$ cat src/rtl/msched_pkg.sv
package msched_pkg;
  typedef enum logic {
    KIND_LOAD  = 1'b0,
    KIND_STORE = 1'b1
  } mem_kind_e;
endpackage

$ cat src/rtl/msched_table.sv
// Per-slot record storage: open, address latch, release.
module msched_table
  import msched_pkg::*;
#(
  parameter int N  = 8,
  parameter int IW = 3,
  parameter int AW = 32,
  parameter int DW = 32
) (
  input  logic                 clk,
  input  logic                 rst_n,
  input  logic                 enq_valid,
  input  logic [IW-1:0]        enq_slot,
  input  logic                 enq_is_store,
  input  logic                 agen_valid,
  input  logic [IW-1:0]        agen_slot,
  input  logic [AW-1:0]        agen_addr,
  input  logic [DW-1:0]        agen_wdata,
  input  logic                 clr_valid,
  input  logic [IW-1:0]        clr_slot,
  output logic [N-1:0]         ent_vld,
  output logic [N-1:0]         ent_st,
  output logic [N-1:0]         ent_gen,
  output logic [N-1:0][AW-1:0] ent_addr,
  output logic [N-1:0][DW-1:0] ent_wdata
);
  for (genvar g = 0; g < N; g++) begin : g_rec
    mem_kind_e kind_q;
    always_ff @(posedge clk) begin
      if (!rst_n) begin
        ent_vld[g]   <= 1'b0;
        ent_gen[g]   <= 1'b0;
        kind_q       <= KIND_LOAD;
        ent_addr[g]  <= '0;
        ent_wdata[g] <= '0;
      end else begin
        if (clr_valid && clr_slot == IW'(g)) begin
          ent_vld[g] <= 1'b0;
          ent_gen[g] <= 1'b0;
        end
        if (enq_valid && enq_slot == IW'(g)) begin
          ent_vld[g] <= 1'b1;
          ent_gen[g] <= 1'b0;
          kind_q     <= enq_is_store ? KIND_STORE : KIND_LOAD;
        end
        if (agen_valid && agen_slot == IW'(g)) begin
          ent_gen[g]   <= 1'b1;
          ent_addr[g]  <= agen_addr;
          ent_wdata[g] <= agen_wdata;
        end
      end
    end
    assign ent_st[g] = (kind_q == KIND_STORE);
  end
endmodule

$ cat src/rtl/msched_hazard.sv
// Alias check against older records and eligibility per slot.
module msched_hazard #(
  parameter int N  = 8,
  parameter int IW = 3,
  parameter int AW = 32
) (
  input  logic [IW-1:0]        head_ptr,
  input  logic [N-1:0]         ent_vld,
  input  logic [N-1:0]         ent_st,
  input  logic [N-1:0]         ent_gen,
  input  logic [N-1:0][AW-1:0] ent_addr,
  output logic [N-1:0]         elig
);
  logic [N-1:0][IW-1:0] age;
  logic [N-1:0]         blocked;

  for (genvar g = 0; g < N; g++) begin : g_age
    assign age[g] = IW'(g) - head_ptr;
  end

  for (genvar j = 0; j < N; j++) begin : g_chk
    always_comb begin
      blocked[j] = 1'b0;
      for (int i = 0; i < N; i++) begin
        if (i != j && ent_vld[i] && (age[i] < age[j])) begin
          if (!ent_gen[i] || (ent_st[i] && ent_addr[i] == ent_addr[j]))
            blocked[j] = 1'b1;
        end
      end
    end
    assign elig[j] = ent_vld[j] && ent_gen[j] && !blocked[j] &&
                     (!ent_st[j] || head_ptr == IW'(j));
  end
endmodule

$ cat src/rtl/msched_pick.sv
// Oldest-first selection, scanning from the commit head.
module msched_pick #(
  parameter int N  = 8,
  parameter int IW = 3
) (
  input  logic [IW-1:0] head_ptr,
  input  logic [N-1:0]  elig,
  output logic          any,
  output logic [IW-1:0] sel
);
  logic [N-1:0][IW-1:0] ring_idx;
  for (genvar k = 0; k < N; k++) begin : g_idx
    assign ring_idx[k] = head_ptr + IW'(k);
  end

  always_comb begin
    any = 1'b0;
    sel = '0;
    for (int k = N - 1; k >= 0; k--) begin
      if (elig[ring_idx[k]]) begin
        any = 1'b1;
        sel = ring_idx[k];
      end
    end
  end
endmodule

$ cat src/rtl/msched_ret.sv
// Fixed-latency load tag pipeline and result latch.
module msched_ret #(
  parameter int IW  = 3,
  parameter int DW  = 32,
  parameter int LAT = 3
) (
  input  logic          clk,
  input  logic          rst_n,
  input  logic          ld_fire,
  input  logic [IW-1:0] ld_tag,
  input  logic [DW-1:0] mem_rdata,
  output logic          wb_valid,
  output logic [IW-1:0] wb_slot,
  output logic [DW-1:0] wb_data
);
  logic [LAT-1:0]         v_q;
  logic [LAT-1:0][IW-1:0] t_q;

  always_ff @(posedge clk) begin
    if (!rst_n) begin
      v_q[0] <= 1'b0;
      t_q[0] <= '0;
    end else begin
      v_q[0] <= ld_fire;
      t_q[0] <= ld_tag;
    end
  end

  for (genvar s = 1; s < LAT; s++) begin : g_stage
    always_ff @(posedge clk) begin
      if (!rst_n) begin
        v_q[s] <= 1'b0;
        t_q[s] <= '0;
      end else begin
        v_q[s] <= v_q[s-1];
        t_q[s] <= t_q[s-1];
      end
    end
  end

  always_ff @(posedge clk) begin
    if (!rst_n) begin
      wb_valid <= 1'b0;
      wb_slot  <= '0;
      wb_data  <= '0;
    end else begin
      wb_valid <= v_q[LAT-1];
      if (v_q[LAT-1]) begin
        wb_slot <= t_q[LAT-1];
        wb_data <= mem_rdata;
      end
    end
  end
endmodule

$ cat src/rtl/mem_dispatch_sched.sv
module mem_dispatch_sched #(
  parameter int N   = 8,
  parameter int AW  = 32,
  parameter int DW  = 32,
  parameter int LAT = 3,
  localparam int IW = $clog2(N)
) (
  input  logic          clk,
  input  logic          rst_n,
  input  logic          enq_valid,
  input  logic [IW-1:0] enq_slot,
  input  logic          enq_is_store,
  input  logic          agen_valid,
  input  logic [IW-1:0] agen_slot,
  input  logic [AW-1:0] agen_addr,
  input  logic [DW-1:0] agen_wdata,
  input  logic [IW-1:0] head_ptr,
  output logic          mreq_valid,
  input  logic          mreq_ready,
  output logic          mreq_is_store,
  output logic [IW-1:0] mreq_tag,
  output logic [AW-1:0] mreq_addr,
  output logic [DW-1:0] mreq_wdata,
  input  logic [DW-1:0] mem_rdata,
  output logic          wb_valid,
  output logic [IW-1:0] wb_slot,
  output logic [DW-1:0] wb_data,
  output logic          st_done_valid,
  output logic [IW-1:0] st_done_slot
);
  logic [N-1:0]         ent_vld, ent_st, ent_gen, elig;
  logic [N-1:0][AW-1:0] ent_addr;
  logic [N-1:0][DW-1:0] ent_wdata;
  logic                 pick_any;
  logic [IW-1:0]        pick_sel;
  logic                 fire;

  msched_table #(.N(N), .IW(IW), .AW(AW), .DW(DW)) table_i (
    .clk(clk), .rst_n(rst_n),
    .enq_valid(enq_valid), .enq_slot(enq_slot), .enq_is_store(enq_is_store),
    .agen_valid(agen_valid), .agen_slot(agen_slot),
    .agen_addr(agen_addr), .agen_wdata(agen_wdata),
    .clr_valid(fire), .clr_slot(pick_sel),
    .ent_vld(ent_vld), .ent_st(ent_st), .ent_gen(ent_gen),
    .ent_addr(ent_addr), .ent_wdata(ent_wdata)
  );

  msched_hazard #(.N(N), .IW(IW), .AW(AW)) hazard_i (
    .head_ptr(head_ptr), .ent_vld(ent_vld), .ent_st(ent_st),
    .ent_gen(ent_gen), .ent_addr(ent_addr), .elig(elig)
  );

  msched_pick #(.N(N), .IW(IW)) pick_i (
    .head_ptr(head_ptr), .elig(elig), .any(pick_any), .sel(pick_sel)
  );

  assign mreq_valid    = pick_any;
  assign mreq_tag      = pick_sel;
  assign mreq_is_store = ent_st[pick_sel];
  assign mreq_addr     = ent_addr[pick_sel];
  assign mreq_wdata    = ent_wdata[pick_sel];
  assign fire          = pick_any && mreq_ready;

  msched_ret #(.IW(IW), .DW(DW), .LAT(LAT)) ret_i (
    .clk(clk), .rst_n(rst_n),
    .ld_fire(fire && !ent_st[pick_sel]), .ld_tag(pick_sel),
    .mem_rdata(mem_rdata),
    .wb_valid(wb_valid), .wb_slot(wb_slot), .wb_data(wb_data)
  );

  always_ff @(posedge clk) begin
    if (!rst_n) begin
      st_done_valid <= 1'b0;
      st_done_slot  <= '0;
    end else begin
      st_done_valid <= fire && ent_st[pick_sel];
      if (fire && ent_st[pick_sel]) st_done_slot <= pick_sel;
    end
  end
endmodule

$ cat config.mk
export PLATFORM = sky130hd
export DESIGN_NAME = mem_dispatch_sched
export DESIGN_NICKNAME = d
export VERILOG_FILES = /design/src/rtl/msched_pkg.sv /design/src/rtl/msched_table.sv /design/src/rtl/msched_hazard.sv /design/src/rtl/msched_pick.sv /design/src/rtl/msched_ret.sv /design/src/rtl/mem_dispatch_sched.sv
export SDC_FILE = /design/constraint.sdc
export NUM_CORES = 2
export LEC_CHECK = 0
export BUFFER_PORTS_ARGS = -buffer_cell sky130_fd_sc_hd__buf_4
export CAP_MARGIN = 20
export CORE_MARGIN = 2
export CORE_UTILIZATION = 63
export DETAILED_ROUTE_END_ITERATION = 7
export PLACE_DENSITY = 0.8
export SYNTH_ARGS = -nofsm -noshare
export SYNTH_HDL_FRONTEND = slang
export SYNTH_SLANG_ARGS = --single-unit
$ cat constraint.sdc
create_clock -name clk -period 8.85 [get_ports clk]
set_clock_uncertainty 0.2 [all_clocks]
set_input_delay 1.3275 -clock clk [delete_from_list [all_inputs] [get_ports clk]]
set_output_delay 1.3275 -clock clk [all_outputs]
set_load 0.01 [all_outputs]
* Word-level counts from Yosys, hierarchy flattened
Index checks and enable logic that the tools add are counted.
** Operators by class
- Add/sub/neg operators :: 15
- Order comparisons :: 65
- Equality and inequality tests :: 84
- Multiplexer cells :: 183
- Reductions and logical operators :: 272
** Operators with widths (number)
- == test 32 bit :: 56
- binary-select mux 32 bit (select 3 bit) :: 2
- less-than comparator 3 bit :: 56
- logical AND 1 bit :: 163
- two-way mux 1 bit :: 162
- logical OR 1 bit :: 64
- two-way mux 32 bit :: 2
- == test 3 bit, second input constant :: 16
- less-than comparator 3 x 4 -> 1 bit, second input constant :: 9
- binary-select mux 1 bit (select 3 bit) :: 9
- zero test 1 bit :: 25
- == test 3 x 2 -> 1 bit, second input constant :: 8
- two-way mux 3 bit :: 8
- nonzero test 3 bit :: 8
- nonzero test 2 bit :: 8
- adder 3 bit, second input constant :: 4
- == test 3 x 1 -> 1 bit, second input constant :: 4
- zero test 3 bit :: 4
- subtractor 3 bit, first input constant :: 4
- adder 3 x 2 -> 3 bit, second input constant :: 2
- subtractor 1 x 3 -> 3 bit, first input constant :: 2
- subtractor 2 x 3 -> 3 bit, first input constant :: 2
- adder 3 x 1 -> 3 bit, second input constant :: 1
** Word-level totals
- Register bits :: 588
- Input bits :: 111
- Output and inout bits :: 109
- Logic and storage cells :: 670

* Longest topological paths before layout
- Depth in word-level cells :: 35
- Depth in mapped cells :: 28
- Gate-level depth less buffers :: 20

* Modules after synthesis
Synthesis repeated with hierarchy kept, for this count alone.
** Unflattened totals
- Cell total of the unflattened synthesis :: 4597
- Area total of the unflattened synthesis :: 40243.6 um2
** Modules (own cells, without submodules)
- msched_table :: times used 1, cells each 2401, area each 20651.1 um2, seq. area each 10730.3 um2
- msched_hazard :: times used 1, cells each 1715, area each 12579.6 um2, seq. area each 0.0 um2
- mem_dispatch_sched :: times used 1, cells each 251, area each 4526.8 um2, seq. area each 80.1 um2
- msched_ret :: times used 1, cells each 140, area each 1704.1 um2, seq. area each 960.9 um2
- msched_pick :: times used 1, cells each 90, area each 782.0 um2, seq. area each 0.0 um2

* Worst setup path before layout
Ideal clock, no wire load.
- Path type :: input to output
- Start :: input port head_ptr[0]
- End :: output port mreq_addr[17]
- Data arrival time :: 6668 ps
- Required time :: 7323 ps
- Slack :: 654 ps
- Cell stages on the path :: 24
- Path buffers :: 6
- Cells stage by stage :: buf_4 > inv_2 > buf_4 > ha_1 > ha_1 > buf_2 > inv_1 > ha_1 > inv_1 > o31a_1 > a211o_1 > a211oi_1 > o41ai_2 > or3_1 > buf_6 > mux4_2 > a221o_1 > o221ai_1 > nand3_1 > nand3_1 > buf_4 > buf_2 > mux4_2 > mux2_2
** On the way
- Longest elaborated chain between the ends :: 31
- Elaborated cells on any way between the ends :: 297
- Those cells by class :: 15 x add/sub; 56 x order compare; 7 x eq/ne; 130 x mux; 89 x reduce/logical
** RTL lines
- start, declared :: RTL line mem_dispatch_sched.sv:17 : input logic [IW-1:0] head_ptr,
- subtractor 1 x 3 -> 3 bit, or another cell as far along :: RTL line msched_hazard.sv:18 : assign age[g] = IW'(g) - head_ptr;
- less-than comparator 3 bit :: RTL line msched_hazard.sv:25 : if (i != j && ent_vld[i] && (age[i] < age[j])) begin
- logical AND 1 bit :: RTL line msched_hazard.sv:25
- two-way mux 1 bit :: RTL line msched_hazard.sv:25
- two-way mux 1 bit :: RTL line msched_hazard.sv:26 : if (!ent_gen[i] || (ent_st[i] && ent_addr[i] == ent_addr[j]))
- two-way mux 1 bit :: RTL line msched_hazard.sv:25
- two-way mux 1 bit :: RTL line msched_hazard.sv:26
- two-way mux 1 bit :: RTL line msched_hazard.sv:25
- [8 not listed]
- zero test 1 bit :: RTL line msched_hazard.sv:31 : assign elig[j] = ent_vld[j] && ent_gen[j] && !blocked[j] &&
- logical AND 1 bit (2 in series) :: RTL line msched_hazard.sv:31
- binary-select mux 1 bit (select 3 bit) :: RTL line msched_pick.sv:20 : if (elig[ring_idx[k]]) begin
- two-way mux 1 bit (not written as such) :: RTL line msched_pick.sv:20
- two-way mux 3 bit (7 in series) :: RTL line msched_pick.sv:20
- two-way mux 3 bit (*) :: RTL line msched_pick.sv:20
- binary-select mux 32 bit (select 3 bit) (*) :: RTL line mem_dispatch_sched.sv:60 : assign mreq_addr = ent_addr[pick_sel];
- two-way mux 32 bit (not written as such) (*) :: RTL line mem_dispatch_sched.sv:60
- end, declared :: RTL line mem_dispatch_sched.sv:22 : output logic [AW-1:0] mreq_addr,
Mark *: on every way between the ends. The rest lies on a longest branch, timed or not. The select of a mux whose other input is x is not followed.

* Worst setup path after layout
- Start :: register table_i.ent_addr[68] (netlist name)
- End :: output port mreq_wdata[15]
** On the way
- Longest elaborated chain between the ends :: 32
- Elaborated cells on any way between the ends :: 180
- Those cells by class :: 14 x eq/ne; 114 x mux; 52 x reduce/logical
** RTL lines
- start, declared :: RTL line msched_table.sv:24 : output logic [N-1:0][AW-1:0] ent_addr,
- start signal, assigned by index :: RTL line msched_table.sv:48 : ent_addr[g] <= agen_addr;
- == test 32 bit :: RTL line msched_hazard.sv:26
- logical AND 1 bit :: RTL line msched_hazard.sv:26
- logical OR 1 bit :: RTL line msched_hazard.sv:26
- two-way mux 1 bit :: RTL line msched_hazard.sv:26
- two-way mux 1 bit :: RTL line msched_hazard.sv:25
- two-way mux 1 bit :: RTL line msched_hazard.sv:26
- two-way mux 1 bit :: RTL line msched_hazard.sv:25
- two-way mux 1 bit :: RTL line msched_hazard.sv:26
- [9 not listed]
- zero test 1 bit :: RTL line msched_hazard.sv:31
- logical AND 1 bit (2 in series) :: RTL line msched_hazard.sv:31
- binary-select mux 1 bit (select 3 bit) :: RTL line msched_pick.sv:20
- two-way mux 1 bit (not written as such) :: RTL line msched_pick.sv:20
- two-way mux 3 bit (7 in series) :: RTL line msched_pick.sv:20
- two-way mux 3 bit (*) :: RTL line msched_pick.sv:20
- binary-select mux 32 bit (select 3 bit) (*) :: RTL line mem_dispatch_sched.sv:61 : assign mreq_wdata = ent_wdata[pick_sel];
- two-way mux 32 bit (not written as such) (*) :: RTL line mem_dispatch_sched.sv:61
- end, declared :: RTL line mem_dispatch_sched.sv:23 : output logic [DW-1:0] mreq_wdata,
Marks and branches as above.

==> flow_summary.yaml <==
sta:
  max_clock_freq_mhz: 109
  final-hold-violation-count: 0
  slew_headroom: 0.0795
  timing.final.crit_period_ps: 9140
  drv_slew: 0
  holdWs_ps: 242
  setup_ws_ps: -287
  timing.final.setup_violations: 50
  post-route-period-util: 1.03
  worst_pin_slew_ps: 1380
hold_path:
  holdPathEnd: "ret_i.t_q[7]$_SDFF_PN0_"
  timing.hold.worst.class: "reg -> reg"
  startpoint_of_the_worst_hold_path: "ret_i.t_q[4]$_SDFF_PN0_"
  hold_path_depth: 1
logic_synthesis:
  syn_area_per_cell_sq_um: 8.28
  synth-edff-count: 0
  ys_seq_area_frac: 0.291
  synth.net_count: 5034
  synth-seq-cells: 588
  post_synth_num_cell_types: 84
  synth_ff_type: "sky130_fd_sc_hd__dfxtp_1"
  synth_area_leader_cell: "sky130_fd_sc_hd__dfxtp_1"
  synthTopCellsByCount: "sky130_fd_sc_hd__nand2_1, sky130_fd_sc_hd__xor2_1, sky130_fd_sc_hd__dfxtp_1, sky130_fd_sc_hd__a21boi_0, sky130_fd_sc_hd__nor4_1"
  synth.area.top_cells: "sky130_fd_sc_hd__dfxtp_1, sky130_fd_sc_hd__xor2_1, sky130_fd_sc_hd__nand2_1"
  synth-async-reset-ratio: 0
  synthesis.instances: 4891
  synth_top_cell_area_share: 0.291
  synth_most_common_cell: "sky130_fd_sc_hd__nand2_1"
  synth_area_sq_um: 40500
  yosysWarningCount: 0
setup_path:
  timing.setup.critical_path_class: "reg -> out"
  data_required_time_at_the_worst_endpoint_ps: 7320
  crit_buf_inv: 3
  crit_family: "simple AND/OR/NAND/NOR gates"
  start_kind: "flop"
  critical_path.slowest_cell: "sky130_fd_sc_hd__nor4_1"
  r2r_start: "table_i.ent_addr[68]$_SDFFE_PN0P_"
  end_kind: "primary output"
  cp_cell_sequence: "xor2_1 -> nor4_1 -> nand4_1 -> nor4_1 -> nor3_1 -> or3b_1 -> o21ai_2 -> mux4_2 -> or3b_1 -> o221ai_1 -> nand3_1 -> nand3_4 -> buf_16 -> buf_4 -> mux4_2 -> nand2_1 -> o21ai_2 -> buf_4"
  crit_arrival_ps: 7610
  r2r_end: "st_done_slot[1]$_SDFFE_PN0P_"
  reg2reg_depth: 18
  regToRegSetupSlack_ps: 1820
  cpPeakStageDelay_ps: 930
  critical_path.max_fanout: 16
place:
  globalplace.congestion: 1.31
  port_buffers: 219
  dp_slack_ps: 251
  place.detailed.instances: 5603
  dpl-instance-area_sq_um: 42100
  dpl.hpwl_mm: 135
cells_and_area:
  finalNonFillerCells: 5732
  post_route_cells_drive_above_1_share: 0.147
  layout.nets: 4971
  final_util: 0.702
  nFillCells: 4634
  area_delta_synth_final_pct: 9.61
  final_area_sq_um: 44400
route:
  first_pass_iters: 8
  viasPerCell: 7.38
  vias: 42300
  number_of_drc_violations_after_detailed_routing: 1
  routed_wirelength_mm: 208
  drc_violation_total_after_the_first_tritonroute_iteration: 8238
  wl_per_cell_um: 36.3
  detail-route-antenna-nets: 0
floorplanning:
  starting_utilization_of_the_core_area: 0.640
  dieArea_sq_um: 66400
  io_pins: 220
  core_area_sq_um: 63300
  chipHeight_um: 258
  die_x_um: 258
  std_cell_rows: 92
grt:
  antenna_found_initial: 17
  grtUsageTotal: 0.594
  globalRouteOverflowTotal: 0
  grt_pass1_wl_mm: 285
  grt_start_max_net_pins: 237
  grt_pass1_vias: 39300
clocking:
  ctsLongestPathBuffers: 3
  cts_made_buffers: 59
  clk_latency_ps: 690
  holdBufCountCts: 0
  tritoncts_num_sinks: 588
  root_buffer: "sky130_fd_sc_hd__clkbuf_16"
  tritoncts: "yes"
  post_cts.repair.setup_buffers: 0
  cts.htree.levels: 2
  path_clk_slew_ps: 60
pwr:
  power.sequential.fraction: 0.396
  p_per_area_nw_per_um2: 162
  power.switching_fraction: 0.338
  share_clk_of_total_power: 0.373
  cellLeakagePower_nw: 20.8
  power.ir.vdd_worst_mv: 0.206
  switchingPower_mw: 2.43
  combinationalPowerShare: 0.231
  power_report.internal_total_mw: 4.77
outcome:
  run_status: "finished, violations left"
  failed_checks: "DRC, setup timing"
run:
  max_cap_violations: 0
[worst register-to-register path, stage by stage, from the launching register on]
cell and delay, ps:
sky130_fd_sc_hd__dfxtp_1 780, sky130_fd_sc_hd__xor2_1 170, sky130_fd_sc_hd__nor4_1 930, sky130_fd_sc_hd__nand4_1 870, sky130_fd_sc_hd__nor4_1 680, sky130_fd_sc_hd__nor3_1 130
sky130_fd_sc_hd__or3b_1 240, sky130_fd_sc_hd__o21ai_2 100, sky130_fd_sc_hd__mux4_2 520, sky130_fd_sc_hd__or3b_1 430, sky130_fd_sc_hd__o221ai_1 160, sky130_fd_sc_hd__nand3_1 150
sky130_fd_sc_hd__nand3_4 200, sky130_fd_sc_hd__buf_16 250, sky130_fd_sc_hd__buf_4 290, sky130_fd_sc_hd__mux2i_1 270, sky130_fd_sc_hd__buf_4 170, sky130_fd_sc_hd__a22oi_4 60
sky130_fd_sc_hd__mux2_4 310
[worst max path at each step]
stage                endpoint                         startpoint  cells past startpoint  slack [ps]
2_1_floorplan   mreq_addr[17]                        head_ptr[0]                     24         650
3_5_place_dp   mreq_wdata[30]                        head_ptr[1]                     23         250
4_1_cts        mreq_wdata[14]                        head_ptr[1]                     23         170
6_report       mreq_wdata[15]  table_i.ent_addr[68]$_SDFFE_PN0P_                     18        -290
5_1_grt        mreq_wdata[15]                        head_ptr[1]                     23         -60
3_3_place_gp   mreq_wdata[27]                        head_ptr[0]                     22         270
[cell type report]
class | instances | area [sq um] | area share
multi-input cells | 3700 | 25700 | 0.579
flip-flops and latches | 588 | 11800 | 0.265
repair buffers | 451 | 3690 | 0.0830
clock buffers | 81 | 1710 | 0.0385
well taps | 846 | 1060 | 0.0238
clock inverters | 30 | 340 | 0.00766
inverters | 28 | 108 | 0.00242
diodes | 8 | 20.0 | 0.000451
[stage by stage]
stage / power, mW / TNS [ps]
6_report: 7.20 / -3740
5_1_grt: 7.26 / -70.1
4_1_cts: 6.94 / 0
3_5_place_dp: 4.34 / 0
3_3_place_gp: 4.33 / 0
2_1_floorplan: 3.71 / 0
[kinds of logic (layout without fill, tap and decap cells)]
family | after synthesis | in the layout | synth area share
compound gates | 845 | 845 | 0.155
xor+xnor | 899 | 899 | 0.194
fa+ha+maj | 32 | 32 | 0.00988
buf+inv | 603 | 590 | 0.0803
flops | 588 | 588 | 0.291
mux | 224 | 224 | 0.0800
other cells | 0 | 8 | 0
simple gates | 1700 | 1700 | 0.190
[registers in the layout (all words and copies together) (netlist names), 8 cells and up]
signal / cells
table_i.ent_wdata: 256
ret_i.t_q: 9
ret_i.wb_data: 32
table_i.ent_addr: 256
table_i.ent_gen: 8
table_i.g_rec.kind_q: 8
table_i.ent_vld: 8
[cells in the final DEF, fill, tap and decap left out, types with 60 or more instances in the layout]
cell type | netlist | routed
sky130_fd_sc_hd__nand2_1 | 1124 | 1121
sky130_fd_sc_hd__xor2_1 | 785 | 785
sky130_fd_sc_hd__dfxtp_1 | 588 | 587
sky130_fd_sc_hd__a21boi_0 | 525 | 524
sky130_fd_sc_hd__buf_4 | 112 | 421
sky130_fd_sc_hd__nor4_1 | 227 | 221
sky130_fd_sc_hd__mux2i_1 | 118 | 116
sky130_fd_sc_hd__xnor2_1 | 114 | 114
sky130_fd_sc_hd__nor2b_1 | 95 | 95
sky130_fd_sc_hd__nand4_1 | 83 | 83
sky130_fd_sc_hd__a211oi_1 | 83 | 81
sky130_fd_sc_hd__mux4_2 | 73 | 73
sky130_fd_sc_hd__clkbuf_16 | 0 | 60
[timing repair]
item	in CTS	in global routing
endpoints found under the setup margin	0	55
hold endpoints to repair	0	0
resized for setup	0	20
[power by group through the flow]
stage,clock network [mW],registers (mW),logic [mW]
3_5_place_dp,0,2.89,1.46
3_3_place_gp,0,2.89,1.44
4_1_cts,2.64,2.83,1.47
5_1_grt,2.76,2.84,1.66
2_1_floorplan,0,2.78,0.928
6_report,2.69,2.85,1.66
[per-layer routing]
layer,global-route usage,part of all wire
met5,0.0349,0.0037
met4,0.409,0.10
met3,0.338,0.19
met2,0.819,0.38
met1,0.689,0.33
No activity file was read; power rests on OpenSTA's default activity.
